### src/rtl/sacp_pkg.sv
package sacp_pkg;
   typedef enum logic [1:0] {
      TGT_NONE = 2'd0,
      TGT_PHYS = 2'd1,
      TGT_FILT = 2'd2
   } sacp_tgt_e;

   localparam int CHG_BIT  = 7;
   localparam int PSEL_BIT = 2;
   localparam int FSEL_BIT = 1;
endpackage

### src/rtl/sacp_busy_timer.sv
module sacp_busy_timer #(
   parameter int BUSY_CYCLES = 2
) (
   input  logic clk,
   input  logic rst_n,
   input  logic start,
   output logic busy
);
   generate
      if (BUSY_CYCLES < 1) begin : g_bad
         $error("BUSY_CYCLES must be at least 1");
      end

      if (BUSY_CYCLES == 1) begin : g_flop
         logic busy_q;
         always_ff @(posedge clk or negedge rst_n) begin
            if (!rst_n) busy_q <= 1'b0;
            else        busy_q <= start;
         end
         assign busy = busy_q;
      end else begin : g_count
         localparam int CNT_W = $clog2(BUSY_CYCLES + 1);
         localparam logic [CNT_W-1:0] LOAD = CNT_W'(BUSY_CYCLES);
         logic [CNT_W-1:0] cnt_q;
         always_ff @(posedge clk or negedge rst_n) begin
            if (!rst_n)               cnt_q <= '0;
            else if (start)           cnt_q <= LOAD;
            else if (cnt_q != '0)     cnt_q <= cnt_q - CNT_W'(1);
         end
         assign busy = (cnt_q != '0);

         AST_BUSY_COUNTS_DOWN: assert property (@(posedge clk) disable iff (!rst_n)
            (busy && !start) |=> (cnt_q < $past(cnt_q)));
      end
   endgenerate

   AST_BUSY_AFTER_START: assert property (@(posedge clk) disable iff (!rst_n)
      start |=> busy);
endmodule

### src/rtl/sacp_byte_store.sv
module sacp_byte_store #(
   parameter int NUM_BYTES = 6,
   parameter int BYTE_W    = 8,
   localparam int SEL_W    = $clog2(NUM_BYTES)
) (
   input  logic                        clk,
   input  logic                        rst_n,
   input  logic                        wr_en,
   input  logic [SEL_W-1:0]            wr_sel,
   input  logic [BYTE_W-1:0]           wr_data,
   output logic [NUM_BYTES*BYTE_W-1:0] q
);
   generate
      if (NUM_BYTES < 2) begin : g_bad
         $error("NUM_BYTES must be at least 2");
      end

      for (genvar b = 0; b < NUM_BYTES; b++) begin : g_byte
         logic [BYTE_W-1:0] byte_q;
         always_ff @(posedge clk or negedge rst_n) begin
            if (!rst_n)
               byte_q <= '0;
            else if (wr_en && (wr_sel == SEL_W'(b)))
               byte_q <= wr_data;
         end
         assign q[b*BYTE_W +: BYTE_W] = byte_q;
      end
   endgenerate

   AST_SEL_IN_RANGE: assert property (@(posedge clk) disable iff (!rst_n)
      wr_en |-> (int'(wr_sel) < NUM_BYTES));

   AST_HOLD_WITHOUT_WRITE: assert property (@(posedge clk) disable iff (!rst_n)
      !wr_en |=> $stable(q));
endmodule

### src/rtl/sacp_load_seq.sv
module sacp_load_seq
   import sacp_pkg::*;
#(
   parameter int PHYS_BYTES = 6,
   parameter int FILT_BYTES = 8,
   localparam int MAXB  = (PHYS_BYTES > FILT_BYTES) ? PHYS_BYTES : FILT_BYTES,
   localparam int PTR_W = $clog2(MAXB + 1)
) (
   input  logic             clk,
   input  logic             rst_n,
   input  logic             ctrl_wr,
   input  logic             chg_bit,
   input  logic             psel_bit,
   input  logic             fsel_bit,
   input  logic             busy,
   input  logic             phys_data_wr,
   input  logic             filt_data_wr,
   output sacp_tgt_e        target,
   output logic [PTR_W-1:0] ptr,
   output logic             phys_we,
   output logic             filt_we
);
   localparam logic [PTR_W-1:0] PHYS_END = PTR_W'(PHYS_BYTES);
   localparam logic [PTR_W-1:0] FILT_END = PTR_W'(FILT_BYTES);

   sacp_tgt_e        tgt_q;
   logic [PTR_W-1:0] ptr_q;
   logic             sel_ok;

   assign sel_ok  = ctrl_wr && !busy && !chg_bit && (psel_bit || fsel_bit);
   assign phys_we = phys_data_wr && (tgt_q == TGT_PHYS) && (ptr_q < PHYS_END);
   assign filt_we = filt_data_wr && (tgt_q == TGT_FILT) && (ptr_q < FILT_END);

   always_ff @(posedge clk or negedge rst_n) begin
      if (!rst_n) begin
         tgt_q <= TGT_NONE;
         ptr_q <= '0;
      end else if (sel_ok) begin
         tgt_q <= psel_bit ? TGT_PHYS : TGT_FILT;
         ptr_q <= '0;
      end else if (phys_we || filt_we) begin
         ptr_q <= ptr_q + PTR_W'(1);
      end
   end

   assign target = tgt_q;
   assign ptr    = ptr_q;

   AST_SEL_BLOCKED_BUSY: assert property (@(posedge clk) disable iff (!rst_n)
      (ctrl_wr && busy) |=> ($stable(ptr_q) && $stable(tgt_q)));

   AST_PHYS_PTR_LIMIT: assert property (@(posedge clk) disable iff (!rst_n)
      (tgt_q == TGT_PHYS) |-> (ptr_q <= PHYS_END));

   AST_FILT_PTR_LIMIT: assert property (@(posedge clk) disable iff (!rst_n)
      (tgt_q == TGT_FILT) |-> (ptr_q <= FILT_END));

   AST_ONE_STORE_WRITE: assert property (@(posedge clk) disable iff (!rst_n)
      $onehot0({phys_we, filt_we}));

   AST_BOTH_SEL_PHYS: assert property (@(posedge clk) disable iff (!rst_n)
      (sel_ok && psel_bit && fsel_bit) |=> (tgt_q == TGT_PHYS));
endmodule

### src/rtl/addr_cfg_port.sv
module addr_cfg_port
   import sacp_pkg::*;
#(
   parameter int IDX_W       = 5,
   parameter int PHYS_BYTES  = 6,
   parameter int FILT_BYTES  = 8,
   parameter int BUSY_CYCLES = 2,
   parameter int CTRL_IDX    = 18,
   parameter int FILT_IDX    = 20,
   parameter int PHYS_IDX    = 21
) (
   input  logic                    clk,
   input  logic                    rst_n,
   input  logic                    cfg_wr,
   input  logic [IDX_W-1:0]        cfg_idx,
   input  logic [7:0]              cfg_wdata,
   output logic [7:0]              cfg_rdata,
   output logic [PHYS_BYTES*8-1:0] stn_addr,
   output logic [FILT_BYTES*8-1:0] addr_filter
);
   localparam int MAXB   = (PHYS_BYTES > FILT_BYTES) ? PHYS_BYTES : FILT_BYTES;
   localparam int PTR_W  = $clog2(MAXB + 1);
   localparam int PSEL_W = $clog2(PHYS_BYTES);
   localparam int FSEL_W = $clog2(FILT_BYTES);
   localparam logic [IDX_W-1:0] I_CTRL = IDX_W'(CTRL_IDX);
   localparam logic [IDX_W-1:0] I_FILT = IDX_W'(FILT_IDX);
   localparam logic [IDX_W-1:0] I_PHYS = IDX_W'(PHYS_IDX);

   generate
      if (CTRL_IDX == FILT_IDX || CTRL_IDX == PHYS_IDX || FILT_IDX == PHYS_IDX) begin : g_bad_idx
         $error("register indices must be distinct");
      end
      if (PHYS_IDX >= (1 << IDX_W) || FILT_IDX >= (1 << IDX_W) || CTRL_IDX >= (1 << IDX_W)) begin : g_bad_w
         $error("register index does not fit IDX_W");
      end
   endgenerate

   logic             ctrl_wr, phys_data_wr, filt_data_wr;
   logic             busy, chg_start, phys_we, filt_we;
   sacp_tgt_e        target;
   logic [PTR_W-1:0] ptr;

   assign ctrl_wr      = cfg_wr && (cfg_idx == I_CTRL);
   assign phys_data_wr = cfg_wr && (cfg_idx == I_PHYS);
   assign filt_data_wr = cfg_wr && (cfg_idx == I_FILT);
   assign chg_start    = ctrl_wr && cfg_wdata[CHG_BIT];

   sacp_busy_timer #(.BUSY_CYCLES(BUSY_CYCLES)) u_busy (
      .clk   (clk),
      .rst_n (rst_n),
      .start (chg_start),
      .busy  (busy)
   );

   sacp_load_seq #(.PHYS_BYTES(PHYS_BYTES), .FILT_BYTES(FILT_BYTES)) u_seq (
      .clk          (clk),
      .rst_n        (rst_n),
      .ctrl_wr      (ctrl_wr),
      .chg_bit      (cfg_wdata[CHG_BIT]),
      .psel_bit     (cfg_wdata[PSEL_BIT]),
      .fsel_bit     (cfg_wdata[FSEL_BIT]),
      .busy         (busy),
      .phys_data_wr (phys_data_wr),
      .filt_data_wr (filt_data_wr),
      .target       (target),
      .ptr          (ptr),
      .phys_we      (phys_we),
      .filt_we      (filt_we)
   );

   sacp_byte_store #(.NUM_BYTES(PHYS_BYTES), .BYTE_W(8)) u_phys (
      .clk     (clk),
      .rst_n   (rst_n),
      .wr_en   (phys_we),
      .wr_sel  (ptr[PSEL_W-1:0]),
      .wr_data (cfg_wdata),
      .q       (stn_addr)
   );

   sacp_byte_store #(.NUM_BYTES(FILT_BYTES), .BYTE_W(8)) u_filt (
      .clk     (clk),
      .rst_n   (rst_n),
      .wr_en   (filt_we),
      .wr_sel  (ptr[FSEL_W-1:0]),
      .wr_data (cfg_wdata),
      .q       (addr_filter)
   );

   always_comb begin
      cfg_rdata = '0;
      if (cfg_idx == I_CTRL) cfg_rdata[CHG_BIT] = busy;
   end

   AST_PHYS_FULL_HOLD: assert property (@(posedge clk) disable iff (!rst_n)
      (phys_data_wr && target == TGT_PHYS && ptr == PTR_W'(PHYS_BYTES)) |=> $stable(stn_addr));

   AST_WRONG_IDX_HOLD: assert property (@(posedge clk) disable iff (!rst_n)
      (filt_data_wr && target != TGT_FILT) |=> $stable(addr_filter));

   AST_READ_FORMAT: assert property (@(posedge clk) disable iff (!rst_n)
      (cfg_rdata[6:0] == 7'd0));
endmodule

### config.mk
export PLATFORM = sky130hd
export DESIGN_NAME = addr_cfg_port
export DESIGN_NICKNAME = d
export VERILOG_FILES = /design/src/rtl/sacp_pkg.sv /design/src/rtl/sacp_busy_timer.sv /design/src/rtl/sacp_byte_store.sv /design/src/rtl/sacp_load_seq.sv /design/src/rtl/addr_cfg_port.sv
export SDC_FILE = /design/constraint.sdc
export NUM_CORES = 1
export LEC_CHECK = 0
export ABC_AREA = 0
export BUFFER_PORTS_ARGS = -buffer_cell sky130_fd_sc_hd__buf_2
export CORE_MARGIN = 5
export CORE_UTILIZATION = 45
export CTS_CLUSTER_SIZE = 25
export DETAILED_ROUTE_END_ITERATION = 10
export PLACE_DENSITY_LB_ADDON = 0.15
export SETUP_SLACK_MARGIN = 0.3
export SYNTH_ARGS = -nofsm -noshare
export SYNTH_HDL_FRONTEND = slang
export SYNTH_SLANG_ARGS = --single-unit
### constraint.sdc
create_clock -name clk -period 2.5 [get_ports clk]
set_clock_uncertainty 0.15 [all_clocks]
set_input_delay 0.5 -clock clk [delete_from_list [all_inputs] [get_ports clk]]
set_output_delay 0.5 -clock clk [all_outputs]
set_load 0.01 [all_outputs]
==> results of run 1 <==
==> power groups by stage <==
stage	clock [mW]	combinational [mW]	sequential [mW]
floorplan	0	0.117	2.03
global placement	0	0.211	2.02
detailed placement	0	0.222	2.03
CTS	2.23	0.224	1.99
global route	2.31	0.258	2.00
finish	2.19	0.225	1.99
==> metrics by stage <==
step                      setup WS (ns)  hold WS (ns)  cell area [um2]  power [mW]
after floorplan                   0.351        0.0544             4890        2.14
after global placement           0.0693         0.314             5690        2.24
after detailed placement         0.0830         0.327             5690        2.25
after CTS                         0.362        0.0666             6220        4.45
after global routing              0.304        0.0735             6260        4.56
final                             0.362        0.0857             6260        4.41
==> sequential cells by signal (all words and copies together), names as in the netlist <==
signal	count
u_seq.ptr	4
u_filt.g_byte.byte_q	64
u_phys.g_byte.byte_q	48
u_seq.target	2
u_busy.g_count.cnt_q	2
==> cell type report <==
type                            count  area, um2  area share [%]
Tap cell                          140        175            2.80
Clock buffer                       19        442            7.06
Sequential cell                   120       3000            48.0
Multi-Input combinational cell    172       1730            27.7
Clock inverter                      6       80.1            1.28
Timing Repair Buffer              144        803            12.8
Inverter                            6       22.5           0.360
==> repair_timing <==
action	in CTS	in global routing
resized for setup	1	5
setup buffers	0	1
hold buffers	1	0
hold endpoints to repair	120	0
pin swaps	0	2
setup endpoints to repair	1	1
==> per-layer routing <==
metal | part of all wire (%) | wire length [um]
met5 | 0 | 0
met1 | 42 | 4720
met4 | 1.7 | 190
met2 | 50 | 5690
met3 | 6.2 | 702
==> worst max-delay path, cell delays in order <==
cell     delay [ns]
buf_6          0.09
or3b_4         0.41
nor3b_4        0.21
nor2b_4        0.17
buf_6          0.10
==> cell families after synthesis <==
logic type | Yosys count
compound gates | 5
xor+xnor | 1
fa+ha+maj | 7
buf+inv | 32
flops | 120
mux | 116
other cells | 1
simple gates | 36
==> layout by cell type (no fill, tap or decap), drive strengths merged, types with 6 or more instances in the layout <==
master / netlist / final
ha: 7 / 7
conb: 1 / 7
inv: 6 / 6
dfrtp: 120 / 120
nand2: 7 / 7
and3: 6 / 6
buf: 16 / 143
clkbuf: 10 / 19
mux2: 113 / 113
nand3: 10 / 10
==> final timing paths <==
path,to,slack [ns]
worst max register to register,u_phys.g_byte[4].byte_q[2],0.46
worst min-delay path,u_busy.g_count.cnt_q[0],0.09
min in group asynchronous,u_filt.g_byte[0].byte_q[3],0.45
worst min register to register,u_seq.ptr[3],0.33
max in group asynchronous,u_busy.g_count.cnt_q[1],1.22
worst max-delay path,cfg_rdata[7],0.36
==> metrics.md, run 1 <==
| Metric | Value |
|---|---|
| Status | finished, final reports clean |
| Xor-xnor portion of the synthesized cell area | less than 1% |
| TritonCTS clock tree | yes |
| Leakage | 3.60 nW |
| Die width | about 110 um |
| Final setup fails | 0 |
| Final Hold Fails | 0 |
| Fin crit share | 85.5% |
| Row count | 38 |
| Fillers | 912 |
| Synth Register Bits | between 100 and 150 |
| Unrepaired setup endpoints after global routing | no |
| Ys async rst share | 100% |
| Die Ht | approximately 110 um |
| First-pass detailed-route iteration total | 4 |
| Most frequent cell after synthesis | dfrtp_1 |
| Period minus WS final | between 2 and 2.5 ns |
| Final WL | 11.3 mm |
| Num CTS Buffers | 17 |
| Critical Path Fanout Max | 3 |
| Post-synth EDFFs | 0 |
| WL/cell | 18.6 um |
| Hold_sp | cfg_wr |
| Post-Synth Adder-Cell Area | between 1.5 and 2% |
| Synthesized cell area | roughly 4900 um2 |
| Area fraction in compound gates after synthesis | less than 1% |
| Slew @ Worst Pin | between 0.6 and 0.7 ns |
| Core Area | roughly 11000 um2 |
| Ys flop type | dfrtp_1 |
| Initial Util | between 40% and 50% |
| IO Pins | around 140 |
| Maxcap violations | 0 |
| DRC | 0 |
| Mapped Cells | about 320 |
| Pwr/cell area | approximately 700 nW/um2 |
| Largest net degree at the start of global routing | approximately 120 |
| Required time worst endpoint | around 1.9 ns |
| Total gr overflow | 0 |
| Clock slew at reported path FFs | 0.05 ns |
| Register area share after synthesis | 61.7% |
| Largest cells by area after synthesis | dfrtp_1, mux2_2, ha_1 |
| Fmax | approximately 470 MHz |
| Global-route usage over all layers | between 10% and 20% |
| Setup TNS | 0 ns |
| Clock power frac | between 40% and 50% |
| RePlAce Congestion | 0.765 |
| Placed Instances | 580 |
| Startpoint Class | input port |
| Critical Path AT | between 1 and 1.5 ns |
| Die area | 13000 um2 |
| Worst Path Class, Setup | in -> out |
| Worst skew pair latency | approximately 0.5 ns |
| Synthesis-to-finish area growth | 28.6% |
| Worst min path class | in -> reg |
| Top Usage Layer GRT | met2 |
| CTS Buffer Depth | 2 |
| CP Capture Type | output pin |
| Clock root cell | clkbuf_8 |
| DP Wirelength | 7.72 mm |
| Clock Sinks | 120 |
| Routed vias/inst | 5.01 |
| Vias | 3041 |
| Slew Limit Fails | 0 |
| Antenna violations before repair | 0 |
| Final nets | ~480 |
| Met1 Usage GRT | about 23% |
| Synth Warn # | 0 |
| Routed Antenna Nets | 0 |
| H-tree levels | 4 |
| Hold Crit Depth | 2 |
| Multiplexer area fraction after synthesis | between 20% and 30% |
| Post-Route Utilization | approximately 59% |
| Post-Layout Cell Count | between 600 and 700 |
| Comb pwr share | 5.1% |
| Area share of the largest cell type after synthesis | about 60% |
| GR met2 Demand/Resource | between 20 and 30% |
| Iter 0 DRT Violations | between 100 and 150 |
| Internal power | 3.47 mW |
| R2r worst-path depth | 5 |
| Diodes inserted | 0 |
| Synth area leader | dfrtp_1 |
| Largest family of logic cells by synthesized area | multiplexers |
| CP startpoint | cfg_idx[3] |
| Vias in the first global route | roughly 3.3k |
| Post-Synth Simple-Gate Area | approximately 5.3% |
| Cell variety after synth | 32 |
| Port-buffer cells | 128 |
| Global-route wire length before repair | between 15 and 20 mm |
| Slew headroom | 56.0% |
| Flop pwr share | a little under half |
| Ratio of cells with drive above 1 in the final layout | a little over three fifths |
| Post-synth top cells | dfrtp_1, mux2_2, buf_4 |
| Met3 Use GR | 5.89% |
| VDD IR max | about 0.00042 V |
| Fraction of power spent switching nets | between 20% and 30% |
| RR Startpoint | u_seq.target[1] |
| Psw | 0.932 mW |
| Syn_area_per_cell | about 15 um2 |
(Power assumes the default switching activity.)
==> inputs of run 2 (changes only) <==
--- a/config.mk
+++ b/config.mk
@@ -5,7 +5,7 @@
 export SDC_FILE = /design/constraint.sdc
 export NUM_CORES = 1
 export LEC_CHECK = 0
-export ABC_AREA = 0
+export ABC_AREA = 1
 export BUFFER_PORTS_ARGS = -buffer_cell sky130_fd_sc_hd__buf_2
 export CORE_MARGIN = 5
 export CORE_UTILIZATION = 45
==> metrics.md, run 2 <==
| Metric | Value |
|---|---|
| Status | finished, final reports clean |
| Flop pwr share | 42.2% (-3.0 points) |
| Clock root cell | clkbuf_16 |
| Final Hold Fails | 0 (unchanged) |
| Row count | 39 (+2.6%) |
| Ys async rst share | 100% (unchanged) |
| Synthesis-to-finish area growth | 24.7% |
| Most common cell after layout, fill and taps aside | nand2_1 |
| Area share of the largest cell type after synthesis | 56.4% (-5.3 points) |
| Leakage | 3.96 nW (+10%) |
| Largest cells by area after synthesis | dfrtp_1, nand2_1, nand4_1 |
| Port-buffer cells | 128 (unchanged) |
| Fin crit share | 83.5% (-2.1 points) |
| CP bufs+invs | 2 (unchanged) |
| Worst path max stage delay | 0.34 ns (-0.07 ns) |
| RePlAce Congestion | 0.803 (+4.9%) |
| Vias in the first global route | 4510 (+38%) |
| Antenna violations before repair | 0 (unchanged) |
| Resized Gates After CTS | 0 (-1) |
| Slew Limit Fails | 0 (unchanged) |
| Largest net degree at the start of global routing | 36 (-70%) |
| Post-synth EDFFs | 0 (unchanged) |
| Fraction of power spent switching nets | 26.2% (+5.1 points) |
| Syn_area_per_cell | 8.93 um2 (-42%) |
| Psw | 1.29 mW (+38%) |
| VDD IR max | 0.000402 V (-4.9%) |
| Most frequent cell after synthesis | nand2_1 |
| Slew @ Worst Pin | 0.626 ns (-0.0338 ns) |
| Critical Path Fanout Max | 4 (+1) |
| Total gr overflow | 0 (unchanged) |
| CP delay by family, top | flip-flops |
| Worst hold slack | 0.287 ns (+0.201 ns) |
| Clock power frac | 47.0% (-2.7 points) |
| Worst skew pair latency | 0.41 ns (-0.09 ns) |
| Post-synth top cells | nand2_1, dfrtp_1, o21ai_0 |
| Final nets | 748 (+55%) |
| Unrepaired setup endpoints after global routing | no |
| Die Ht | 119 um (+4.1%) |
| Slew headroom | 58.1% (+2.1 points) |
| Crit path cell chain | inv_1, ha_1, nor3_1, buf_2 |
| Startpoint Class | flip-flop |
| Maxcap violations | 0 (unchanged) |
| Top reg by flops | u_filt.g_byte.byte_q |
| Final WL | 14.8 mm (+31%) |
| Setup TNS | 0 ns (unchanged) |
| CP Capture Type | output pin |
| Diodes inserted | 0 (unchanged) |
| Cell variety after synth | 28 (-13%) |
| WL/cell | 16.8 um (-9.9%) |
| Synth Register Bits | 120 (unchanged) |
| Synth Warn # | 0 (unchanged) |
| Period minus WS final | 2.09 ns (-0.0514 ns) |
| Critical Path AT | 1.44 ns (-0.05 ns) |
| Clock Sinks | 120 (unchanged) |
| Critical path depth | 4 (-1) |
| Die area | 14100 um2 (+8.5%) |
| Critical path's slowest cell | dfrtp_1 |
| Max FFs per register | 64 (unchanged) |
| First-pass detailed-route iteration total | 5 (+1) |
| Synth area leader | dfrtp_1 |
| Hold Crit Depth | 3 (+1) |
| Required time worst endpoint | 1.85 ns (about the same) |
| H-tree levels | 4 (unchanged) |
| Routed Antenna Nets | 0 (unchanged) |
| R2r worst-path depth | 7 (+2) |
| Comb pwr share | 10.8% (+5.7 points) |
| Fmax | 479 MHz (+2.5%) |
| Ys flop type | dfrtp_1 |
| IO Pins | 136 (unchanged) |
| DRC | 0 (unchanged) |
| Worst Path Class, Setup | reg -> out |
| Synthesized cell area | 5320 um2 (+9.3%) |
| CTS Buffer Depth | 2 (unchanged) |
| TritonCTS clock tree | yes |
| Initial Util | 46.2% (+0.70 points) |
| Final setup fails | 0 (unchanged) |
| Num CTS Buffers | 17 (unchanged) |
| Vias | 4570 (+50%) |
| Post-Layout Cell Count | 881 (+45%) |
| Pwr/cell area | 740 nW/um2 (+5.2%) |
| Iter 0 DRT Violations | 457 (+260%) |
| Die width | 119 um (+4.1%) |
| Worst min path class | in -> reg |
| Global-route usage over all layers | 21.7% (+3.6 points) |
| Mapped Cells | 596 (+87%) |
| Ratio of cells with drive above 1 in the final layout | 26.7% (-36 points) |
| DP Wirelength | 9.80 mm (+27%) |
| Core Area | 11500 um2 (+7.6%) |
| Global-route wire length before repair | 24.1 mm (+35%) |
| Placed Instances | 848 (+46%) |
| Post-Route Utilization | 57.6% (-0.86 points) |
| Routed vias/inst | 5.19 (+3.5%) |
| Register area share after synthesis | 56.4% (-5.3 points) |
| Internal power | 3.63 mW (+4.4%) |
| Clock slew at reported path FFs | 0.06 ns (about the same) |
| Most frequent cells in the layout | nand2_1, buf_2, dfrtp_1, o21ai_0, nand4_1 |
-- run 2: cell types whose count changed after synthesis, moves of 7 or more --
cell      before  now
buf_6          1    8
clkbuf_1      10   20
o21ai_1        1   12
inv_1          6   18
nand3_2        8    1
o21ai_0        2   54
nand4_1        1   52
nor2_2         0    7
mux2_2       112    0
nor2_1         1   10
nand2_1        7  247
-- run 2: repair_timing --
action,in CTS,in global routing
endpoints found under the hold margin,32,0
hold buffers,1,0
setup buffers,0,0
endpoints found under the setup margin,0,0
-- run 2: metrics by stage --
stage          total power, mW  worst slack [ns]  instance area, um2
2_1_floorplan             2.42             0.862                5340
3_3_place_gp              2.62             0.418                6060
4_1_cts                   4.95             0.368                6640
6_report                  4.91             0.414                6640
3_5_place_dp              2.63             0.361                6060
5_1_grt                   5.12             0.310                6640
-- run 2: power groups by stage --
stage | sequential [mW] | combinational, mW | clock, mW
after detailed placement | 2.10 | 0.530 | 0
final | 2.07 | 0.530 | 2.31
after CTS | 2.07 | 0.535 | 2.34
after global routing | 2.08 | 0.595 | 2.44
after global placement | 2.10 | 0.514 | 0
after floorplan | 2.12 | 0.299 | 0
-- run 2: final timing paths --
path                                             from                         end  slack, ns
setup / recovery              u_busy.g_count.cnt_q[0]                cfg_rdata[7]       0.41
hold / removal                                 cfg_wr     u_busy.g_count.cnt_q[1]       0.29
setup reg to reg                         u_seq.ptr[0]  u_filt.g_byte[0].byte_q[3]       0.51
hold reg to reg            u_filt.g_byte[2].byte_q[5]  u_filt.g_byte[2].byte_q[5]       0.31
max in group asynchronous                       rst_n  u_filt.g_byte[2].byte_q[5]       1.06
min in group asynchronous                       rst_n  u_filt.g_byte[3].byte_q[4]       0.45
-- run 2: kinds of logic (layout without fill, tap and decap cells) --
group	Yosys count	count (layout)	synth area share (%)
other cells	1	7	0.0705
xor+xnor	1	1	0.165
simple gates	339	339	29.3
flops	120	120	56.4
compound gates	67	67	6.30
fa+ha+maj	7	7	1.65
buf+inv	61	197	6.09
-- run 2: layout make-up --
cell class / instances / area, um2
Clock inverter: 14 / 134
Clock buffer: 18 / 429
Multi-Input combinational cell: 421 / 2020
Tap cell: 143 / 179
Fill cell: 1058 / 4880
Sequential cell: 120 / 3000
Timing Repair Buffer: 145 / 798
Inverter: 20 / 77.6
-- run 2: worst min-delay path: cells and delay by family --
kind,cells,cell delay (ns)
AND/OR/NAND/NOR,2,0.18
buffers and inverters,1,0.13
-- run 2: metal layers --
metal | GRT usage, % | share of wire, % | vias to the layer above | wire length [um]
li1 | - | - | 2212 | -
met1 | 28.9 | 44 | 2187 | 6460
met2 | 34.1 | 49 | 157 | 7180
met3 | 7.07 | 6.6 | 14 | 978
met4 | 6.30 | 1.0 | 0 | 155
met5 | 0 | 0 | - | 0
